==> src/rtl/xbank_pkg.sv <==
package xbank_pkg;

  // Outcome of decoding one bus cycle
  typedef enum logic [1:0] {
    DEC_IDLE     = 2'd0,
    DEC_TAKE     = 2'd1,
    DEC_BAD_PORT = 2'd2,
    DEC_BAD_TAG  = 2'd3
  } dec_res_e;

  localparam int unsigned DEF_ADDR_W  = 16;
  localparam int unsigned DEF_DATA_W  = 8;
  localparam int unsigned DEF_MATCH_W = 5;
  localparam int unsigned DEF_HI_W    = 3;
  localparam int unsigned DEF_LO_W    = 3;
  localparam int unsigned DEF_CFG_W   = 3;
  localparam int unsigned DEF_TAG_W   = 2;

endpackage

==> src/rtl/xbank_rst_sync.sv <==
module xbank_rst_sync #(
  parameter int unsigned STAGES = 2
) (
  input  logic clk,
  input  logic rst_n,
  output logic srst_n
);

  logic [STAGES-1:0] sync_q;
  logic [STAGES-1:0] sync_d;

  always_comb begin
    sync_d = {sync_q[STAGES-2:0], 1'b1};
  end

  always_ff @(posedge clk or negedge rst_n) begin
    if (!rst_n) begin
      sync_q <= '0;
    end else begin
      sync_q <= sync_d;
    end
  end

  assign srst_n = sync_q[STAGES-1];

endmodule

==> src/rtl/xbank_port_match.sv <==
module xbank_port_match #(
  parameter int unsigned ADDR_W  = 16,
  parameter int unsigned MATCH_W = 5,
  parameter int unsigned HI_W    = 3,
  parameter logic [MATCH_W-1:0] PATTERN = 5'b01111
) (
  input  logic [ADDR_W-1:0] addr,
  output logic              hit,
  output logic [HI_W-1:0]   hi_bits
);

  localparam int unsigned MATCH_LSB = ADDR_W - MATCH_W;
  localparam int unsigned HI_LSB    = MATCH_LSB - HI_W;
  localparam int unsigned FREE_W    = HI_LSB;

  logic [MATCH_W-1:0] match_field;
  logic               unused_free_bits;

  always_comb begin
    match_field = addr[ADDR_W-1:MATCH_LSB];
    hit         = (match_field == PATTERN);
    hi_bits     = addr[MATCH_LSB-1:HI_LSB];
  end

  // Low address byte is left free for software; fold it so it is consumed
  generate
    if (FREE_W > 0) begin : g_free
      assign unused_free_bits = ^addr[FREE_W-1:0];
    end else begin : g_nofree
      assign unused_free_bits = 1'b0;
    end
  endgenerate

endmodule

==> src/rtl/xbank_data_split.sv <==
module xbank_data_split #(
  parameter int unsigned DATA_W = 8,
  parameter int unsigned TAG_W  = 2,
  parameter int unsigned LO_W   = 3,
  parameter int unsigned CFG_W  = 3
) (
  input  logic [DATA_W-1:0] data,
  output logic              tag_ok,
  output logic [LO_W-1:0]   lo_bits,
  output logic [CFG_W-1:0]  cfg
);

  localparam int unsigned TAG_LSB = DATA_W - TAG_W;
  localparam int unsigned LO_LSB  = CFG_W;

  always_comb begin
    tag_ok  = &data[DATA_W-1:TAG_LSB];
    lo_bits = data[LO_LSB+LO_W-1:LO_LSB];
    cfg     = data[CFG_W-1:0];
  end

endmodule

==> src/rtl/xbank_regs.sv <==
module xbank_regs #(
  parameter int unsigned BANK_W = 6,
  parameter int unsigned CFG_W  = 3
) (
  input  logic              clk,
  input  logic              srst_n,
  input  logic              load_en,
  input  logic [BANK_W-1:0] bank_d,
  input  logic [CFG_W-1:0]  cfg_d,
  output logic [BANK_W-1:0] bank_q,
  output logic [CFG_W-1:0]  cfg_q,
  output logic              mapped_q
);

  logic [BANK_W-1:0] bank_nx;
  logic [CFG_W-1:0]  cfg_nx;
  logic              mapped_nx;

  // Next-state: explicit clock enable, hold otherwise
  always_comb begin
    bank_nx   = bank_q;
    cfg_nx    = cfg_q;
    mapped_nx = mapped_q;
    if (load_en) begin
      bank_nx   = bank_d;
      cfg_nx    = cfg_d;
      mapped_nx = |cfg_d;
    end
  end

  always_ff @(posedge clk or negedge srst_n) begin
    if (!srst_n) begin
      bank_q   <= '0;
      cfg_q    <= '0;
      mapped_q <= 1'b0;
    end else begin
      bank_q   <= bank_nx;
      cfg_q    <= cfg_nx;
      mapped_q <= mapped_nx;
    end
  end

endmodule

==> src/rtl/xbank_select.sv <==
module xbank_select
  import xbank_pkg::*;
#(
  parameter int unsigned ADDR_W  = DEF_ADDR_W,
  parameter int unsigned DATA_W  = DEF_DATA_W,
  parameter int unsigned MATCH_W = DEF_MATCH_W,
  parameter int unsigned HI_W    = DEF_HI_W,
  parameter int unsigned LO_W    = DEF_LO_W,
  parameter int unsigned CFG_W   = DEF_CFG_W,
  parameter int unsigned TAG_W   = DEF_TAG_W,
  parameter logic [MATCH_W-1:0] PORT_PATTERN = 5'b01111,
  parameter int unsigned SYNC_STAGES = 2
) (
  input  logic                   clk,
  input  logic                   rst_n,
  input  logic [ADDR_W-1:0]      io_addr,
  input  logic [DATA_W-1:0]      io_data,
  input  logic                   io_wr,
  output logic [HI_W+LO_W-1:0]   bank_sel,
  output logic [CFG_W-1:0]       cfg_mode,
  output logic                   xmem_mapped
);

  localparam int unsigned BANK_W = HI_W + LO_W;

  logic              srst_n;
  logic              port_hit;
  logic              tag_ok;
  logic [HI_W-1:0]   bank_hi;
  logic [LO_W-1:0]   bank_lo;
  logic [CFG_W-1:0]  cfg_new;
  logic [BANK_W-1:0] bank_new;
  logic              load_en;
  dec_res_e          dec_res;

  xbank_rst_sync #(
    .STAGES(SYNC_STAGES)
  ) i_rst_sync (
    .clk    (clk),
    .rst_n  (rst_n),
    .srst_n (srst_n)
  );

  xbank_port_match #(
    .ADDR_W  (ADDR_W),
    .MATCH_W (MATCH_W),
    .HI_W    (HI_W),
    .PATTERN (PORT_PATTERN)
  ) i_port_match (
    .addr    (io_addr),
    .hit     (port_hit),
    .hi_bits (bank_hi)
  );

  xbank_data_split #(
    .DATA_W (DATA_W),
    .TAG_W  (TAG_W),
    .LO_W   (LO_W),
    .CFG_W  (CFG_W)
  ) i_data_split (
    .data    (io_data),
    .tag_ok  (tag_ok),
    .lo_bits (bank_lo),
    .cfg     (cfg_new)
  );

  // Both qualifications must pass in the same cycle
  always_comb begin
    if (!io_wr) begin
      dec_res = DEC_IDLE;
    end else if (!port_hit) begin
      dec_res = DEC_BAD_PORT;
    end else if (!tag_ok) begin
      dec_res = DEC_BAD_TAG;
    end else begin
      dec_res = DEC_TAKE;
    end
    load_en  = (dec_res == DEC_TAKE);
    bank_new = {bank_hi, bank_lo};
  end

  xbank_regs #(
    .BANK_W (BANK_W),
    .CFG_W  (CFG_W)
  ) i_regs (
    .clk      (clk),
    .srst_n   (srst_n),
    .load_en  (load_en),
    .bank_d   (bank_new),
    .cfg_d    (cfg_new),
    .bank_q   (bank_sel),
    .cfg_q    (cfg_mode),
    .mapped_q (xmem_mapped)
  );

endmodule

==> config.mk <==
export PLATFORM = sky130hd
export DESIGN_NAME = xbank_select
export DESIGN_NICKNAME = d
export VERILOG_FILES = /design/src/rtl/xbank_pkg.sv /design/src/rtl/xbank_rst_sync.sv /design/src/rtl/xbank_port_match.sv /design/src/rtl/xbank_data_split.sv /design/src/rtl/xbank_regs.sv /design/src/rtl/xbank_select.sv
export SDC_FILE = /design/constraint.sdc
export NUM_CORES = 1
export LEC_CHECK = 0
export ABC_CLOCK_PERIOD_IN_PS = 800
export BUFFER_PORTS_ARGS = -buffer_cell sky130_fd_sc_hd__buf_2
export CAP_MARGIN = 20
export CORE_MARGIN = 2
export CORE_UTILIZATION = 39
export DETAILED_ROUTE_END_ITERATION = 8
export PLACE_DENSITY_LB_ADDON = 0.3
export SETUP_SLACK_MARGIN = 0.15
export SYNTH_ARGS = -nofsm -noshare
export SYNTH_HDL_FRONTEND = slang
export SYNTH_HIERARCHICAL = 1
export SYNTH_SLANG_ARGS = --single-unit
==> constraint.sdc <==
create_clock -name clk -period 0.8 [get_ports clk]
set_input_delay 0.16 -clock clk [delete_from_list [all_inputs] [get_ports clk]]
set_output_delay 0.16 -clock clk [all_outputs]
set_load 0.01 [all_outputs]
==> results.md <==
- The run finished, with violations left.
- The checks that failed: setup timing.
- Of the cells placed in the final design, the portion with a size suffix greater than 1 is 77.5%.
- The maximum count of clock buffers along a single path is 2.
- In this run the worst hold path is classified as in -> reg.
- Adding up every negative setup slack in the final design gives -2.86 ns.
- The overall track demand over capacity in global routing is ~14%.
- The synthesized design spends more area on one cell type than any other, namely sky130_fd_sc_hd__dfrtp_1.
- Once the floorplan was initialized, standard cells occupied 42.3% of the core.
- The routed via count divided by cell count is 4.63.
- The global-route congestion overflow total is 0.
- The routed wire length per instance is between 10 and 15 um.
- For this run, design rule violations remaining after detail routing come to 0.
- By instance count, the leading cell after synthesis is sky130_fd_sc_hd__dfrtp_1.
- IR analysis of the VDD net gives a maximum drop of about 1.5 mV.
- Between clock sinks in the finished design, the worst skew comes to 0.00734 ns.
- By area the synthesized netlist is led by sky130_fd_sc_hd__dfrtp_1 54%, sky130_fd_sc_hd__mux2_4 22%, sky130_fd_sc_hd__buf_4 12%, sky130_fd_sc_hd__and4bb_2 2.2%, sky130_fd_sc_hd__buf_6 2.0%.
- The critical setup path kind is in -> reg.
- Combinational logic is responsible for between 10% and 20% of the overall power.
- For this run, the detailed router's first-pass iteration total came to 1.
- After layout, the minimum clock period comes to a little under 1 ns.
- The number of clock buffers inserted by TritonCTS is 3.
- The average cell area after synthesis is between 10 and 15 um2.
- The final-report setup violation count is 20.
- Routability-driven placement finished with a final weighted congestion of 0.654.
- In this run the remaining antenna-violating nets after routing total 0.
- The die extent in y is 41.8 um.
- The highest achievable clock rate is a little over 1000 MHz.
- The switching share of power is 22.4%.
- Setup repair after global routing could not meet its margin everywhere.
- Detailed routing inserted a total of 398 vias.
- The cell row count is 13.
- Summed over all nets, the switching power comes to 0.000316 W.
- The depth of the CTS H-tree is 1.
- The global-route wire length before repair is 1750 um.
- The highest fanout seen on the critical path is 6.
- The DRC marker count from the first detailed-route iteration is 0.
- Summing the sequential cell areas from Yosys gives 53.9% of the chip area.
- After synthesis, the share of flip-flops with an asynchronous set or reset is 100%.
- The hold violation count in the final report is 0.
- The die span in x is 41.8 um.
- The worst setup path is captured at a flop.
- The most used flip-flop cell after synthesis is sky130_fd_sc_hd__dfrtp_1.
- The signed area change from the synthesized netlist to the final layout is 41.6%.
- The number of inserted diodes is 0.
- The clock latency on the worst-skew pair is 0.28 ns.
- The number of nets in the synthesized netlist is 66.
- The total count of max-transition violations in the final report is 0.
- The smallest hold slack is around 0.11 ns.
- The via count of the first global-routing pass came to a little over 400.
- In this run, synthesis produced a sequential element count of 12.
- Power spread over the standard cell area amounts to ~1800 nW/um2.
- The number of buffer cells added on primary ports is 28.
- The area of the die is 1750 um2.
- The net total in the final layout is 99.
- The number of standard cells in the layout, taps in and fillers out is 86.
- The tool flagged a number of max-cap violations equal to 0.
- The share of the synthesized area in the top cell type is a little over half.
- The final critical-path setup slack is -0.166 ns.
- At the placement stage, the worst setup path has a slack of -0.528 ns.
- The data arrival time at the worst-slack endpoint is 1.13 ns.
- The total standard cell area after synthesis is 557 um2.
- The clock transition at the register clock pins on the worst setup and hold paths after CTS is roughly 0.08 ns.
- STA classifies the critical path startpoint as a primary input.
- Of the available clock period, the critical path in the final layout requires 121%.
- The buffer cell driving the clock tree root is sky130_fd_sc_hd__clkbuf_4.
- After synthesis, the most frequently instantiated cells are 12 x sky130_fd_sc_hd__dfrtp_1, 9 x sky130_fd_sc_hd__buf_4, 8 x sky130_fd_sc_hd__mux2_4.
- Per report_power, the clock group accounts for 33.9% of the total.
- The sequential group share of total power is 48.6%.
- The count of pins on the block boundary is 37.
- The internal power summed over all cells is 0.00110 W.
- Entering global routing, the biggest net connects 11 pins.
- The number of synthesis warnings is 6.
- The number of clock sinks is 12.
- The CTS tree is done.
- For the worst setup path, the data required time is 0.96 ns.
- The number of antenna violations at the first check in global routing is 0.
- The cell count after placement is about 70.
- Counting every instance in the synthesized netlist gives 39.
- The count of unique library cells instantiated by Yosys is 13.
- After detailed routing, the total wire length is 1000 um.
- After floorplanning, the core was sized to cover 1320 um2.
- In this run, synthesis inferred 0 flip-flops with an integrated enable.
- The static leakage is ~0.44 nW.
[sequential cells by signal, indices dropped and copies added (netlist names)]
name,cells
i_regs/mapped_q,1
i_rst_sync/sync_q,2
i_regs/bank_q,6
i_regs/cfg_q,3
[cell usage in the layout, fill, tap and decap left out, types with 2 or more instances in the layout]
cell type / instances
sky130_fd_sc_hd__buf_2: 26
sky130_fd_sc_hd__clkbuf_4: 3
sky130_fd_sc_hd__dfrtp_1: 12
sky130_fd_sc_hd__and3_4: 2
sky130_fd_sc_hd__buf_4: 7
sky130_fd_sc_hd__mux2_4: 9
sky130_fd_sc_hd__buf_6: 3
[power by group through the flow]
stage / Clock (W) / Combinational [W] / Sequential [W]
after floorplan: 0 / 0.0000973 / 0.000718
after global placement: 0 / 0.000179 / 0.000701
after detailed placement: 0 / 0.000181 / 0.000701
after CTS: 0.000503 / 0.000241 / 0.000688
after global routing: 0.000542 / 0.000270 / 0.000695
final: 0.000479 / 0.000248 / 0.000686
[final timing paths]
check	startpoint	to	slack, ns	depth (start not counted)
max in group asynchronous	i_rst_sync/sync_q[1]$_DFF_PN0_	i_regs/mapped_q$_DFFE_PN0P_	0.36	0
min	io_data[5]	i_regs/bank_q[2]$_DFFE_PN0P_	0.11	2
min in group asynchronous	i_rst_sync/sync_q[1]$_DFF_PN0_	i_regs/bank_q[2]$_DFFE_PN0P_	0.15	0
min reg2reg	i_rst_sync/sync_q[1]$_DFF_PN0_	i_regs/bank_q[2]$_DFFE_PN0P_	0.15	0
max reg2reg	i_regs/bank_q[4]$_DFFE_PN0P_	i_regs/bank_q[4]$_DFFE_PN0P_	-0.08	2
max	io_addr[14]	i_regs/cfg_q[2]$_DFFE_PN0P_	-0.17	5
[through the flow]
step	instance area (um2)	util, %	power, W
finish	788	59.8	0.00141
global route	788	59.8	0.00151
floorplan	568	-	0.000815
CTS	777	59.0	0.00143
global placement	644	48.9	0.000879
detailed placement	644	48.9	0.000882
[metal layers]
metal  GRT usage (%)  share of wire (%)  up-vias
met3            8.26                9.7        2
met2            20.6                 47       21
met5               0                  0        -
li1                -                  -      186
met1            16.3                 43      189
met4            5.81                1.2        0
[worst max-delay path: stages]
cell and delay [ns]:
sky130_fd_sc_hd__buf_6 0.07, sky130_fd_sc_hd__nand2_2 0.03, sky130_fd_sc_hd__and4bb_2 0.30, sky130_fd_sc_hd__and3_4 0.26, sky130_fd_sc_hd__mux2_4 0.31
[kinds of logic (layout without fill, tap and decap cells)]
kind of cell / after synthesis / after routing / share of synthesized area, %
DFF: 12 / 12 / 53.9
muxes: 9 / 9 / 23.6
buffers and inverters: 10 / 41 / 14.2
and+or+nand+nor: 6 / 7 / 6.74
AOI/OAI and AO/OA: 1 / 1 / 0.898
other: 1 / 1 / 0.674
[final cells by class]
type | instances | area [um2]
fill | 118 | 529
timing repair buffer | 37 | 226
tap | 15 | 18.8
clock buffer | 4 | 36.3
multi-input combinational | 18 | 206
sequential | 12 | 300
[timing repair]
| action | CTS | global route |
|---|---|---|
| hold buffers | 1 | 0 |
| cloned | 1 | 0 |
| resized for setup | 6 | 1 |
| endpoints found under the setup margin | 20 | 20 |
| hold endpoints to repair | 2 | 0 |
| setup buffers | 7 | 1 |
| pin swaps | 4 | 2 |
(Power assumes the default switching activity.)
